### src/rtl/pixclk_sel_div.sv
module pixclk_sel_div (
  input  logic       clk,
  input  logic       rst_n,
  input  logic [7:0] src_tick,
  input  logic [1:0] misc_clk_sel,
  input  logic       ext_clk_sel,
  input  logic [1:0] div_code,
  output logic       pix_en,
  output logic [2:0] src_idx,
  output logic [1:0] div_sel
);

  logic [2:0] idx_in;
  logic       pend;
  logic [1:0] phase;
  logic [1:0] last;
  logic [1:0] ph_now;
  logic       tick;
  logic       fire;

  assign idx_in = {ext_clk_sel, misc_clk_sel};
  assign tick   = src_tick[src_idx];
  assign ph_now = pend ? 2'd0 : phase;

  always_comb begin
    case (div_sel)
      2'd0:    last = 2'd0;
      2'd1:    last = 2'd2;
      2'd2:    last = 2'd1;
      default: last = 2'd3;
    endcase
  end

  assign fire = (div_sel == 2'd1) ? (ph_now != 2'd0) : (ph_now == last);

  always_ff @(posedge clk or negedge rst_n) begin
    if (!rst_n) begin
      src_idx <= 3'd0;
      div_sel <= 2'd0;
      pend    <= 1'b0;
      phase   <= 2'd0;
      pix_en  <= 1'b0;
    end else begin
      src_idx <= idx_in;
      div_sel <= div_code;
      pix_en  <= tick & fire;
      if (tick)
        phase <= (ph_now == last) ? 2'd0 : ph_now + 2'd1;
      if ((idx_in != src_idx) || (div_code != div_sel))
        pend <= 1'b1;
      else if (tick)
        pend <= 1'b0;
    end
  end

endmodule


### config.mk
export PLATFORM = sky130hd
export DESIGN_NAME = pixclk_sel_div
export DESIGN_NICKNAME = d
export VERILOG_FILES = /design/src/rtl/pixclk_sel_div.sv
export SDC_FILE = /design/constraint.sdc
export NUM_CORES = 1
export LEC_CHECK = 0
export BUFFER_PORTS_ARGS = -buffer_cell sky130_fd_sc_hd__buf_2
export CAP_MARGIN = 25
export CORE_AREA = 2 2 39 41
export CTS_BUF_LIST = sky130_fd_sc_hd__clkbuf_4
export CTS_CLUSTER_SIZE = 16
export DETAILED_ROUTE_END_ITERATION = 8
export DIE_AREA = 0 0 41 43
export PLACE_DENSITY = 0.64
export SYNTH_ARGS = -nofsm -noshare
export SYNTH_HDL_FRONTEND = slang
export SYNTH_SLANG_ARGS = --single-unit
### constraint.sdc
create_clock -name clk -period 4.9 [get_ports clk]
set_input_delay 0.98 -clock clk [delete_from_list [all_inputs] [get_ports clk]]
set_output_delay 0.98 -clock clk [all_outputs]
set_load 0.1 [all_outputs]
==> results summary <==
The flow ran to the end, and the final reports show no timing, DRC or antenna violations. The worst setup path is launched from a register. The total of fill cells in the finished design came out at 137. The first-pass GRT wire length came out at 1.55 mm. The number of synthesized flops with an enable pin is 0. The upper clock frequency limit is 468 MHz. Summed over all nets, wire length on met2 after detailed routing comes to between 400 and 500 um. The net count after synthesis came out at 50.

The synthesized flop and latch total is 9. Relative to the synthesized area, the layout overhead comes to 31.9%. Setup slack on the critical path of the routed design comes to 2.77 ns.

The insertion delay to the later sink of the worst-skew pair came out at 0.26 ns. The total inserted antenna cells is 0. The count of hold-fix buffers inserted at cts is 0. In this run the worst path has a maximum fanout of 3. The total design power is 0.185 mW. The number of clock buffers inserted by TritonCTS came out at 3. The time the final worst path needs with I/O delays and setup is between 2 and 2.5 ns. In the final design database the tool counted 75 nets. The die width is 41 um. The number of antenna violations at the first check in global routing came to 0. The largest area contributor in the netlist is dfrtp_1. The number of global-route vias before repair came to about 370. Detailed routing inserted a total of 350 vias.

The number of nets with antenna violations after detailed routing came out at 0. Setup repair after global routing left no endpoint under its margin. The share of synthesized flip-flops with an asynchronous set or reset is 100%. The data arrival at the endpoint of the critical path is ~1.2 ns. The delay of the slowest cell on the worst path is around 0.46 ns.

The maximum buffer depth of the clock tree is 2. The startpoint of the lowest-slack hold path is phase[0]$_DFFE_PN0P_. Tracing the worst setup path back leads to its startpoint at src_idx[1]$_DFF_PN0_. Entering global routing, the biggest net connects 10 pins. The max-slew violation count came out at 0. The worst setup path is captured at an output port.

Dividing the detail-routed via count by the number of cells gives 4.73. The number of buffers inserted by post-CTS setup repair came out at 0. The number of buffers inserted by port buffering is 20.

The worst hold-check slack is 0.477 ns. The count of instances resized after the clock tree is built is 0. The largest vdd supply drop came out at 0.000161 V.

Dividing the detail-routed wire length by the instance count gives 11.1 um. For this run, design rule violations remaining after detail routing come to 0. The startpoint identified for the worst register-to-register timing path is src_idx[0]$_DFF_PN0_. In the final timing run, aggregate negative setup slack is 0 ns. Among all cell types in the netlist, the one instantiated most often is dfrtp_1. For this run, the register share of the synthesized area comes to 48.6%.

The top cell type by area accounts for 48.6% of the synthesized area. The sink count of the clock tree came out at 9. The worst slack at placement is 2.61 ns. The first routing iteration left 0 violations.

In the synthesized netlist the dominant register cell turns out to be dfrtp_1. The floorplan step defined a die boundary enclosing 1760 um^2. The data required time at the worst endpoint came out at 3.92 ns. The path class of the tightest hold or removal check is register to register. The clock input transition at the sequential cells of the worst setup and hold paths is 0.06 ns. The die span in y came out at 43 um. The commonest cells after synthesis are dfrtp_1 (9), xor2_1 (4), xnor2_1 (3).

In the final layout, the multi-input gates occupy 234 um^2. The total iterations of the first detailed-routing run is 1. After synthesis the cells add up to 463 um^2.

The wire length on met3 is 62 um. The total buffers and inverters traversed by the critical path came out at 1. Cells fill 44.1% of the core in the end. After detailed routing, no signal wire sits above met3. The total wire length after detailed routing came out at 819 um. The critical path goes through buf_2. The leftover overflow at the end of global routing came out at 0. The area used by sequential logic in the layout came out at 225 um^2. Ranked by total cell area, the synthesized netlist is headed by dfrtp_1 (49%), mux4_1 (11%), xor2_1 (7.6%). Pin placement for this block handled 21 I/O pins. The headroom to the max-slew limit is 67.8%. Grouping stages by cell kind, the critical path spends the most delay in buffers and inverters. The fraction of final layout cells with drive strength greater than 1 is between 40% and 50%. For the final database, setup skew stands at 0.00387 ns. Setup violations remaining at the end of the flow were counted as 0. The final clock period utilization by the worst path is 43.6%.

The sum of routed wire segments on met1 came out at 325 um. For this run, the number of Yosys warnings is 0. The row count is 14. For this configuration, the core starts out at a cell density of 33.5%. The global-route usage over all layers came out at 13.9%.

The clock root buffer is clkbuf_4. The cell leakage power came out at 0.290 nW. The CTS tree is built. The mean cell area of the mapped netlist is 13.6 um^2. The deepest level of the CTS H-tree is 1. Max-cap violations in this run came to 0. The HPWL after detailed placement is 676 um.

The number of instances in the synthesized netlist is 34. At the end of routability-driven placement, the weighted congestion stood at between 0.6 and 0.7. The number of distinct library cells after synthesis is 18. The power density relative to cell area is 303 nW/um^2.

The slowest stage of the critical path belongs to the cell buf_2. The slew at the pin closest to its max-slew limit is 0.486 ns. The area of the core region came out at 1380 um^2. The number of hold violations in the final report is 0. The critical setup path kind is register to output port.
[area by class of cell]
cell class                      instances  area share, %
Clock buffer                            3           3.69
Clock inverter                          1          0.820
Inverter                                1          0.615
Multi-Input combinational cell         24           38.3
Sequential cell                         9           36.9
Tap cell                               16           3.28
Timing Repair Buffer                   20           16.4
[per-layer routing]
layer,up-vias,global-route usage (%)
li1,173,-
met1,165,16.2
met2,12,20.0
met3,0,9.42
met4,0,4.00
met5,-,0
[worst paths after layout]
kind	endpoint	slack, ns	cells after the start
min in group asynchronous	phase[0]$_DFFE_PN0P_	0.56	1
worst min register to register	phase[0]$_DFFE_PN0P_	0.48	1
worst max register to register	phase[1]$_DFFE_PN0P_	3.17	3
max in group asynchronous	phase[1]$_DFFE_PN0P_	4.17	1
worst min-delay path	phase[0]$_DFFE_PN0P_	0.48	1
worst max-delay path	src_idx[1]	2.77	1
[flip-flops by register name (all words and copies together), names as in the netlist]
name / flops
pend: 1
src_idx: 3
pix_en: 1
div_sel: 2
phase: 2
[placed cells by master (no fill, tap or decap), types with 2 or more instances in the layout]
| cell | instances |
|---|---|
| clkbuf_4 | 3 |
| nor2_1 | 2 |
| xnor2_1 | 3 |
| dfrtp_1 | 9 |
| buf_2 | 20 |
| nand2b_1 | 2 |
| xor2_1 | 4 |
| mux4_1 | 2 |
[stage by stage]
step / instances / cell area, um^2
finish: 74 / 611
global placement: 70 / 583
CTS: 74 / 611
floorplan: 34 / 463
global route: 74 / 611
detailed placement: 70 / 583
[where the power goes]
| part | total, mW | internal [mW] | leakage, nW | switching (mW) |
|---|---|---|---|---|
| clock network | 0.0563 | 0.0301 | 0.0177 | 0.0262 |
| registers | 0.0827 | 0.0788 | 0.106 | 0.00389 |
| logic | 0.0462 | 0.0158 | 0.166 | 0.0304 |
| total | 0.185 | 0.125 | 0.290 | 0.0605 |
[kinds of logic (layout without fill, tap and decap cells)]
family / Yosys count / after routing / synth area share, %
AOI/OAI and AO/OA: 4 / 4 / 6.22
xor gates and xnor gates: 7 / 7 / 13.2
adders and majority gates: 1 / 1 / 2.70
buffers and inverters: 1 / 25 / 0.810
DFF: 9 / 9 / 48.6
muxes: 4 / 4 / 19.5
and+or+nand+nor: 8 / 8 / 8.92
Power figures use the tool's default switching activity.
